### src/rtl/fracn_dsm_pkg.sv
// Package: shared codes and limits for the fractional-N modulator.
// Assumes the 11-bit integer range and the 2-bit order/dither codes below.
package fracn_dsm_pkg;
    typedef enum logic [1:0] {
        ORD_FOURTH  = 2'd0,
        ORD_INTEGER = 2'd1,
        ORD_SECOND  = 2'd2,
        ORD_THIRD   = 2'd3
    } order_e;

    typedef enum logic [1:0] {
        DITH_WEAK   = 2'd0,
        DITH_RSVD   = 2'd1,
        DITH_STRONG = 2'd2,
        DITH_OFF    = 2'd3
    } dither_e;

    localparam int N_FLOOR     = 48;   // below: never legal
    localparam int N_GAP_LO    = 52;   // 52..54 never legal
    localparam int N_GAP_HI    = 54;
    localparam int N_FRAC_MIN  = 55;   // lowest value usable with a fraction
    localparam int N_CEIL      = 2039; // above: never legal

    // Number of active accumulator stages for an order code.
    function automatic int unsigned stage_count(input logic [1:0] code);
        case (order_e'(code))
            ORD_SECOND: return 2;
            ORD_THIRD:  return 3;
            ORD_FOURTH: return 4;
            default:    return 0;
        endcase
    endfunction
endpackage

### src/rtl/fracn_cfg_check.sv
// Configuration checker: masks operands to the selected width and flags
// integer values and fractions the divider cannot realise.
// Assumes FRAC_W > LOW_W. Purely combinational.
module fracn_cfg_check
    import fracn_dsm_pkg::*;
#(
    parameter int INT_W  = 11,
    parameter int FRAC_W = 22,
    parameter int LOW_W  = 12
) (
    input  logic [INT_W-1:0]  int_part,
    input  logic [FRAC_W-1:0] num_raw,
    input  logic [FRAC_W-1:0] den_raw,
    input  logic              int_mode,
    input  logic              wide_den,
    output logic [FRAC_W-1:0] num_eff,
    output logic [FRAC_W-1:0] den_eff,
    output logic              illegal
);
    localparam int HI_W = FRAC_W - LOW_W;

    logic int_bad;
    logic frac_bad;

    // Width selection and legality decode.
    always_comb begin
        num_eff  = wide_den ? num_raw : {{HI_W{1'b0}}, num_raw[LOW_W-1:0]};
        den_eff  = wide_den ? den_raw : {{HI_W{1'b0}}, den_raw[LOW_W-1:0]};
        int_bad  = (int_part < INT_W'(N_FLOOR))
                 || ((int_part >= INT_W'(N_GAP_LO)) && (int_part <= INT_W'(N_GAP_HI)))
                 || (int_part > INT_W'(N_CEIL))
                 || (!int_mode && (int_part < INT_W'(N_FRAC_MIN)));
        frac_bad = !int_mode && ((den_eff == '0) || (num_eff >= den_eff));
        illegal  = int_bad || frac_bad;
    end
endmodule

### src/rtl/fracn_mash_stage.sv
// One first-order accumulator stage with modulo-'modulus' wraparound.
// Emits a carry when the sum reaches the modulus and exposes the post-update
// residue for the next stage. Assumes acc_q, addend < modulus while enabled.
module fracn_mash_stage #(
    parameter int W = 22
) (
    input  logic         clk,
    input  logic         rst_n,
    input  logic         en,
    input  logic [W-1:0] addend,
    input  logic         cin,
    input  logic [W-1:0] modulus,
    output logic [W-1:0] resid,
    output logic         carry
);
    logic [W-1:0] acc_q;
    logic [W:0]   sum;
    logic [W:0]   wrapped;

    // Add, then subtract the modulus once on overflow.
    always_comb begin
        sum     = {1'b0, acc_q} + {1'b0, addend} + {{W{1'b0}}, cin};
        carry   = en && (sum >= {1'b0, modulus});
        wrapped = carry ? (sum - {1'b0, modulus}) : sum;
        resid   = en ? wrapped[W-1:0] : '0;
    end

    // Accumulator state; cleared whenever the stage is idle.
    always_ff @(posedge clk) begin
        if (!rst_n || !en) acc_q <= '0;
        else               acc_q <= resid;
    end

    AST_ACC_BELOW_MOD: assert property (@(posedge clk) disable iff (!rst_n)
        (en && acc_q < modulus && addend < modulus) |=> (acc_q < $past(modulus)));
endmodule

### src/rtl/fracn_dither_lfsr.sv
// Free-running Fibonacci LFSR giving a dither bit for the first stage:
// every cycle in strong mode, when WEAK_BITS low bits are all ones in weak
// mode, never otherwise or when 'allow' is low. Assumes TAP < W.
module fracn_dither_lfsr #(
    parameter int W         = 23,
    parameter int TAP       = 18,
    parameter int WEAK_BITS = 3
) (
    input  logic       clk,
    input  logic       rst_n,
    input  logic [1:0] mode,
    input  logic       allow,
    output logic       dbit
);
    import fracn_dsm_pkg::*;

    logic [W-1:0] lfsr_q;

    // Shift register with feedback from the last stage and the tap.
    always_ff @(posedge clk) begin
        if (!rst_n) lfsr_q <= {{(W-1){1'b0}}, 1'b1};
        else        lfsr_q <= {lfsr_q[W-2:0], lfsr_q[W-1] ^ lfsr_q[TAP-1]};
    end

    // Mode select for the injected bit.
    always_comb begin
        case (dither_e'(mode))
            DITH_STRONG: dbit = allow && lfsr_q[0];
            DITH_WEAK:   dbit = allow && (&lfsr_q[WEAK_BITS-1:0]);
            default:     dbit = 1'b0;
        endcase
    end

    AST_LFSR_NONZERO: assert property (@(posedge clk) disable iff (!rst_n)
        (lfsr_q != '0));
endmodule

### src/rtl/fracn_dsm.sv
// Fractional-N delta-sigma modulator, top level. Cascaded modulo-DEN
// accumulators, combined through a difference network, give the per-cycle
// correction added to int_part. Assumes configuration changes are followed
// by reset if exact averaging from zero state is required.
module fracn_dsm
    import fracn_dsm_pkg::*;
#(
    parameter int INT_W  = 11,
    parameter int FRAC_W = 22,
    parameter int LOW_W  = 12,
    parameter int STAGES = 4,
    parameter int LFSR_W = 23,
    parameter int LFSR_TAP = 18
) (
    input  logic              clk,
    input  logic              rst_n,
    input  logic [INT_W-1:0]  int_part,
    input  logic [FRAC_W-1:0] frac_num,
    input  logic [FRAC_W-1:0] frac_den,
    input  logic [1:0]        order_sel,
    input  logic [1:0]        dither_sel,
    input  logic              wide_den,
    output logic [INT_W-1:0]  div_val,
    output logic              cfg_err
);
    localparam int SW = $clog2(STAGES) + 4;   // signed width of the combiner
    localparam int EW = INT_W + 2;            // width of the extended sum

    logic [FRAC_W-1:0]     num_eff;
    logic [FRAC_W-1:0]     den_eff;
    logic                  illegal;
    logic                  int_mode;
    logic                  active;
    logic                  dbit;
    int unsigned           n_stages;
    logic [STAGES-1:0]     carry;
    logic [STAGES-1:0]     st_en;
    logic [FRAC_W-1:0]     resid [STAGES];
    logic signed [SW-1:0]  s   [STAGES];
    logic signed [SW-1:0]  s_d [1:STAGES-1];
    logic signed [EW-1:0]  sum_ext;
    logic [INT_W-1:0]      div_next;

    // Mode decode.
    always_comb begin
        int_mode = (order_e'(order_sel) == ORD_INTEGER);
        active   = !int_mode && !illegal;
        n_stages = stage_count(order_sel);
    end

    fracn_cfg_check #(.INT_W(INT_W), .FRAC_W(FRAC_W), .LOW_W(LOW_W)) u_cfg (
        .int_part (int_part),
        .num_raw  (frac_num),
        .den_raw  (frac_den),
        .int_mode (int_mode),
        .wide_den (wide_den),
        .num_eff  (num_eff),
        .den_eff  (den_eff),
        .illegal  (illegal)
    );

    fracn_dither_lfsr #(.W(LFSR_W), .TAP(LFSR_TAP), .WEAK_BITS(3)) u_dith (
        .clk   (clk),
        .rst_n (rst_n),
        .mode  (dither_sel),
        .allow (active && (num_eff != '0)),
        .dbit  (dbit)
    );

    genvar k;
    generate
        for (k = 0; k < STAGES; k++) begin : g_stage
            assign st_en[k] = active && (k < n_stages);
            if (k == 0) begin : g_first
                fracn_mash_stage #(.W(FRAC_W)) u_st (
                    .clk(clk), .rst_n(rst_n), .en(st_en[k]),
                    .addend(num_eff), .cin(dbit), .modulus(den_eff),
                    .resid(resid[k]), .carry(carry[k])
                );
            end else begin : g_next
                fracn_mash_stage #(.W(FRAC_W)) u_st (
                    .clk(clk), .rst_n(rst_n), .en(st_en[k]),
                    .addend(resid[k-1]), .cin(1'b0), .modulus(den_eff),
                    .resid(resid[k]), .carry(carry[k])
                );
            end
        end
    endgenerate

    // Difference network: s[k] = c[k] + s[k+1] - s[k+1] delayed.
    always_comb begin
        s[STAGES-1] = {{(SW-1){1'b0}}, carry[STAGES-1]};
        for (int j = STAGES - 2; j >= 0; j--) begin
            s[j] = $signed({{(SW-1){1'b0}}, carry[j]}) + s[j+1] - s_d[j+1];
        end
        sum_ext  = $signed({2'b00, int_part}) + EW'(s[0]);
        div_next = active ? sum_ext[INT_W-1:0] : int_part;
    end

    // Delay registers of the combiner; cleared when fractional path is idle.
    always_ff @(posedge clk) begin
        for (int j = 1; j < STAGES; j++) begin
            if (!rst_n || !active) s_d[j] <= '0;
            else                   s_d[j] <= s[j];
        end
    end

    // Output registers.
    always_ff @(posedge clk) begin
        if (!rst_n) begin
            div_val <= '0;
            cfg_err <= 1'b0;
        end else begin
            div_val <= div_next;
            cfg_err <= illegal;
        end
    end

    AST_INT_PASS: assert property (@(posedge clk) disable iff (!rst_n)
        (int_mode && !illegal) |=> (div_val == $past(int_part)));
    AST_ERR_HOLD: assert property (@(posedge clk) disable iff (!rst_n)
        illegal |=> (cfg_err && div_val == $past(int_part)));
    AST_OUT_RANGE: assert property (@(posedge clk) disable iff (!rst_n)
        (active && n_stages >= 2) |=>
        ((int'(div_val) - int'($past(int_part)) <= (1 << ($past(n_stages) - 1)))
         && (int'(div_val) - int'($past(int_part)) >= 1 - (1 << ($past(n_stages) - 1)))));
    AST_NO_DITHER_ZERO: assert property (@(posedge clk) disable iff (!rst_n)
        (num_eff == '0) |-> !dbit);
endmodule

### config.mk
export PLATFORM = sky130hd
export DESIGN_NAME = fracn_dsm
export DESIGN_NICKNAME = d
export VERILOG_FILES = /design/src/rtl/fracn_dsm_pkg.sv /design/src/rtl/fracn_cfg_check.sv /design/src/rtl/fracn_mash_stage.sv /design/src/rtl/fracn_dither_lfsr.sv /design/src/rtl/fracn_dsm.sv
export SDC_FILE = /design/constraint.sdc
export NUM_CORES = 1
export LEC_CHECK = 0
export ABC_AREA = 1
export BUFFER_PORTS_ARGS = -buffer_cell sky130_fd_sc_hd__clkbuf_2
export CAP_MARGIN = 30
export CORE_MARGIN = 1.5
export CORE_UTILIZATION = 50
export CTS_CLUSTER_DIAMETER = 150
export CTS_CLUSTER_SIZE = 14
export DETAILED_ROUTE_END_ITERATION = 8
export PLACE_DENSITY = 0.7
export SLEW_MARGIN = 0
export SYNTH_ARGS = -nofsm -noshare
export SYNTH_HDL_FRONTEND = slang
export SYNTH_SLANG_ARGS = --single-unit
### constraint.sdc
create_clock -name clk -period 62.8 [get_ports clk]
set_input_delay 3.14 -clock clk [delete_from_list [all_inputs] [get_ports clk]]
set_output_delay 3.14 -clock clk [all_outputs]
set_load 0.01 [all_outputs]
---- Yosys cells after proc, flatten, opt, wreduce, memory -nomap -nowiden ----
Memory sizes are Yosys's and may differ from the RTL's.
Index checks and enable logic that the tools add are counted.
word-level totals
  bits in registers ....................... 123
  memory bits (writable) .................. 18
  input port bits ......................... 62
  output and inout bits ................... 12
  logic and storage cells ................. 104
  memories ................................ 1
memories
  memory  depth  bits a word  rd ports  clocked after memory_dff  wr ports  RTL line         RTL
  s_d     3      6            3         0                         3         fracn_dsm.sv:40  logic signed [SW-1:0] s_d [1:STAGES-1];
cells by class
  $add $sub $neg .......................... 16
  magnitude comparators ................... 14
  equality and inequality tests ........... 4
  mux-type cells .......................... 18
  bitwise operators ....................... 5
  reductions and logical operators ........ 39
operators with widths
  cell                                                                count
  two-way mux 22 bit                                                  9
  adder 22 x 22 -> 23 bit                                             4
  greater-or-equal comparator 23 x 22 -> 1 bit                        4
  subtractor 22 bit                                                   4
  < comparator 1 x 32 -> 1 bit, first input constant                  2
  < comparator 2 x 32 -> 1 bit, first input constant                  2
  adder 23 x 1 -> 23 bit                                              1
  greater-or-equal comparator 22 bit                                  1
  logical NOT 22 bit                                                  1
  < comparator 11 x 6 -> 1 bit, second input constant                 2
  nonzero test 22 bit                                                 1
  two-way mux 6 bit                                                   3
  logical AND 1 bit                                                   15
  adder 2 x 6 -> 6 bit                                                2
  subtractor 6 bit                                                    2
  adder 11 x 6 -> 11 bit                                              1
  greater-or-equal comparator 11 x 6 -> 1 bit, second input constant  1
  greater-than comparator 11 bit, second input constant               1
  <= comparator 11 x 6 -> 1 bit, second input constant                1
  two-way mux 11 bit                                                  1
  logical OR 1 bit                                                    10
  one-hot mux 3 bit (3 select lines)                                  1
  logical NOT 1 bit                                                   8
  equality test 2 bit, second input constant                          3
  other kinds (11)                                                    16

---- Logic depth before layout (Yosys ltp) ----
  depth after elaboration ................. 37
  mapped depth ............................ 145
  gate-level depth less buffers ........... 138

---- Hierarchy ----
Synthesis repeated with hierarchy kept, for this count alone.
unflattened totals
  cells, all modules ...................... 3,381
  area, all modules ....................... 19,941.6 um2
modules (own cells, without submodules)
  module                                           times used  cells each  area each (um2)  seq. area each (um2)
  fracn_mash_stage at g_stage[0].g_first.u_st ...  2           783         4,239.1          440.4
  fracn_mash_stage at g_stage[3].g_next.u_st       1           632         3,987.6          440.4
  fracn_mash_stage at g_stage[1].g_next.u_st       1           649         3,783.6          440.4
  fracn_dsm                                        1           257         1,909.3          440.4
  fracn_cfg_check                                  1           199         1,097.3          0.0
  fracn_dither_lfsr                                1           78          685.7            460.4

---- Worst setup path before layout ----
Ideal clock, no wire load.
  path kind ............................... input -> register
  start point ............................. in wide_den
  end point ............................... reg div_val[10]
  library setup time ...................... 0.071 ns
  arrival time ............................ 22.674 ns
  data required time ...................... 62.729 ns
  path slack .............................. 40.055 ns
  cell stages on the path ................. 136
  buffers on the path ..................... 7
  cells stage by stage .................... buf_6 buf_2 nand2_1 ha_1 nand2_1 inv_1 nand3_1 inv_1 a21oi_1 nand4_1 nor2_2 nand3_4 inv_1 buf_2 o211ai_1 fa_1 fa_1 o21ai_0 (+100 left out) ha_1 nand3_1 nand2_1 nand2_1 nand2_1 a21oi_1 xnor2_1 ha_1 inv_1 nor2_1 nor2_1 o21ai_0 nand2_1 nand2_1 a21oi_1 xor2_1 nand2_1 a21oi_1
RTL lines
  item                    RTL line          RTL
  start: declaration      fracn_dsm.sv:22   input logic wide_den,
  end signal: assignment  fracn_dsm.sv:114  div_val <= div_next;
  end: declaration        fracn_dsm.sv:23   output logic [INT_W-1:0] div_val,

==> metrics <==
post-synth top area cell ha_1; area grow syn2layout 8.21%; Sink Count 133; Root Buffer clkbuf_16; top-area cell type share of the netlist area 18.2%; Clock Pin Slew Worst Setup and Hold Paths 70 ps; H-tree Lvls 4; r2r worst-path depth 121; Synth cell types 50; Peak VDD IR 0.0321 mV; DRT Wirelength 49.8 mm; LEAKAGE 9.06 nW; Ys Warns 0; placed instance area 15900 µm²; # resized after CTS 0; placed insts 2747; cts bufs inserted 17; share of post-route cells with drive strength above 1 6.24%; Tmin final 27830 ps; GRT Util Overall 32.2%; Final Core Density 55.4%; Achievable Freq 35.9 MHz; Post-CTS Setup Bufs 0; Post-synth EDFFs 0; Max clock buf depth 2; post-synthesis cell count 2321; Ports 74; Worst setup EP type register; fraction of registers with async set/reset 0%; vias 15800; die area 31600 µm²; status completed; clk_skew 19.7 ps; Iter 0 DRT Violations 1286; drt wl/cell 17.9 µm; initial antenna violation count 0; total core area 29900 µm²; initial core utilization 51.2%; commonest non-fill, non-tap cell in the layout nand2_1; Final TNS setup 0 ps; unrepaired setup endpoints after global routing false; largest net degree at the start of global routing 56; PwrDens 57.0 nW/µm²; Worst Hold Depth 2; TritonCTS clock tree yes; hpwl dp 39.6 mm; cts hold-fix bufs 0; top cells by area, synth ha_1 18%, dfxtp_1 17%, nand2_1 13%, a21oi_1 8.2%, inv_1 8.0%; die span in x 178 µm; setup ws final 34970 ps; Clock Latency Late Sink 470 ps; min-delay worst type register to register; Final Hold Viols 0; first-pass GRT wire length 78.5 mm; Buffers on Ports 73; final setup violating endpoints 0; Syn Area/Cell 6.59 µm²; most frequent cells in the layout 517 x nand2_1, 325 x inv_1, 252 x a21oi_1; Nets 2673; fin area 16500 µm²; Antenna Cells 0; Cell Area, Synth 15300 µm²; Core Rows 63; CP Data Required Time 63190 ps; number of non-filler instances in the completed layout 2779; ANT nets after route 0; Vias/cell 5.69; Syn Nets 2618; Pins Over Slew Limit 0; synthesis-stage register bit count 133; DRC 0; Max Cap Viol 0; Congestion Overflow GR 0; Worst Path Arrival 28220 ps; peak fanout along the critical path 32; Worst-Margin Slew 815 ps; Crit-path slowest cell o21ai_0; vias in the first global route 15100; Worst slew margin 45.5%; Top FF cell, synth dfxtp_1; Largest stage delay, worst path 610 ps; Die Y-Extent 178 µm; sequential fraction of the synthesis area 17.4%; crit path kind input pin to register; period utilization 44.3%; DRT Pass-1 Iters 6; pre-CTS setup slack 34980 ps; Placer Congestion 0.993; CP startpoint kind input pin; CP dominant cell by count nand2_1
where the power goes:
group	internal, W	switching, W	total, W
clock	0.0000612	0.0000495	0.000111
sequential	0.0000990	0.00000504	0.000104
combinational	0.000259	0.000469	0.000728
total	0.000420	0.000523	0.000943
cells in the mapped netlist, types with 2 or more instances:
cell	instances
ha_1	223
a21boi_0	4
o31ai_1	4
buf_6	8
o21a_1	2
nor2_2	3
buf_2	19
xor2_1	87
or2_2	11
nand2_1	517
nor4_1	18
a31oi_1	16
nand3b_1	13
inv_2	5
nor3_1	28
inv_1	325
a211oi_1	4
fa_1	12
o21ai_0	89
nor2_8	2
xnor2_1	66
o21bai_1	19
nor2_1	182
clkbuf_1	10
nand4_1	37
a21o_1	21
buf_4	4
a31o_2	2
o211ai_1	35
nand2_4	2
nand3_1	143
nand2_2	9
a21oi_1	252
dfxtp_1	133
sequential cells by signal, summed over array words and instances (netlist names):
name and flops:
s_d 10, g_stage.g_next.u_st.acc_q 66, u_dith.lfsr_q 23, div_val 11, g_stage.g_first.u_st.acc_q 22, cfg_err 1
critical path, delay by kind of cell:
kind | cells | cell delay [ps]
adders and majority gates | 21 | 6950
xor gates and xnor gates | 4 | 1480
buffers and inverters | 22 | 2720
AOI/OAI and AO/OA | 32 | 5710
and+or+nand+nor | 50 | 8200
layout make-up:
type | instances | area (µm²)
multi-input cells | 1816 | 11100
well taps | 390 | 488
flip-flops and latches | 133 | 2660
repair buffers | 77 | 395
clock inverters | 15 | 199
clock buffers | 17 | 425
inverters | 331 | 1250
fillers | 2945 | 13300
per-layer routing:
layer	routed length, µm	track usage (%)	vias up	part of all wire (%)
met5	0	0	-	0
li1	-	-	7845	-
met3	3410	4.58	110	6.8
met4	1980	14.3	0	4.0
met1	21300	40.0	7234	43
met2	23100	55.0	620	46
kinds of logic after synthesis:
kind of cell / Yosys count / share of synthesized area, %
fa+ha+maj: 235 / 19.8
buf+inv: 372 / 9.81
flops: 133 / 17.4
xor+xnor: 153 / 8.76
compound gates: 456 / 16.7
simple gates: 972 / 27.5
per-stage QoR:
step / hold WS, ps / total power (W)
finish: 414 / 0.000943
CTS: 415 / 0.000930
global placement: 392 / 0.000810
global route: 427 / 0.00103
floorplan: 390 / 0.000664
detailed placement: 399 / 0.000813
path summary, 6_finish.rpt:
path / start / end / slack [ps]
worst max register to register: u_dith.lfsr_q[2]$_SDFF_PN0_ / div_val[10]$_SDFF_PN0_ / 39600
worst min register to register: u_dith.lfsr_q[6]$_SDFF_PN0_ / u_dith.lfsr_q[7]$_SDFF_PN0_ / 410
worst min-delay path: u_dith.lfsr_q[6]$_SDFF_PN0_ / u_dith.lfsr_q[7]$_SDFF_PN0_ / 410
worst max-delay path: wide_den / div_val[10]$_SDFF_PN0_ / 34970
No activity file was read; power rests on OpenSTA's default activity.
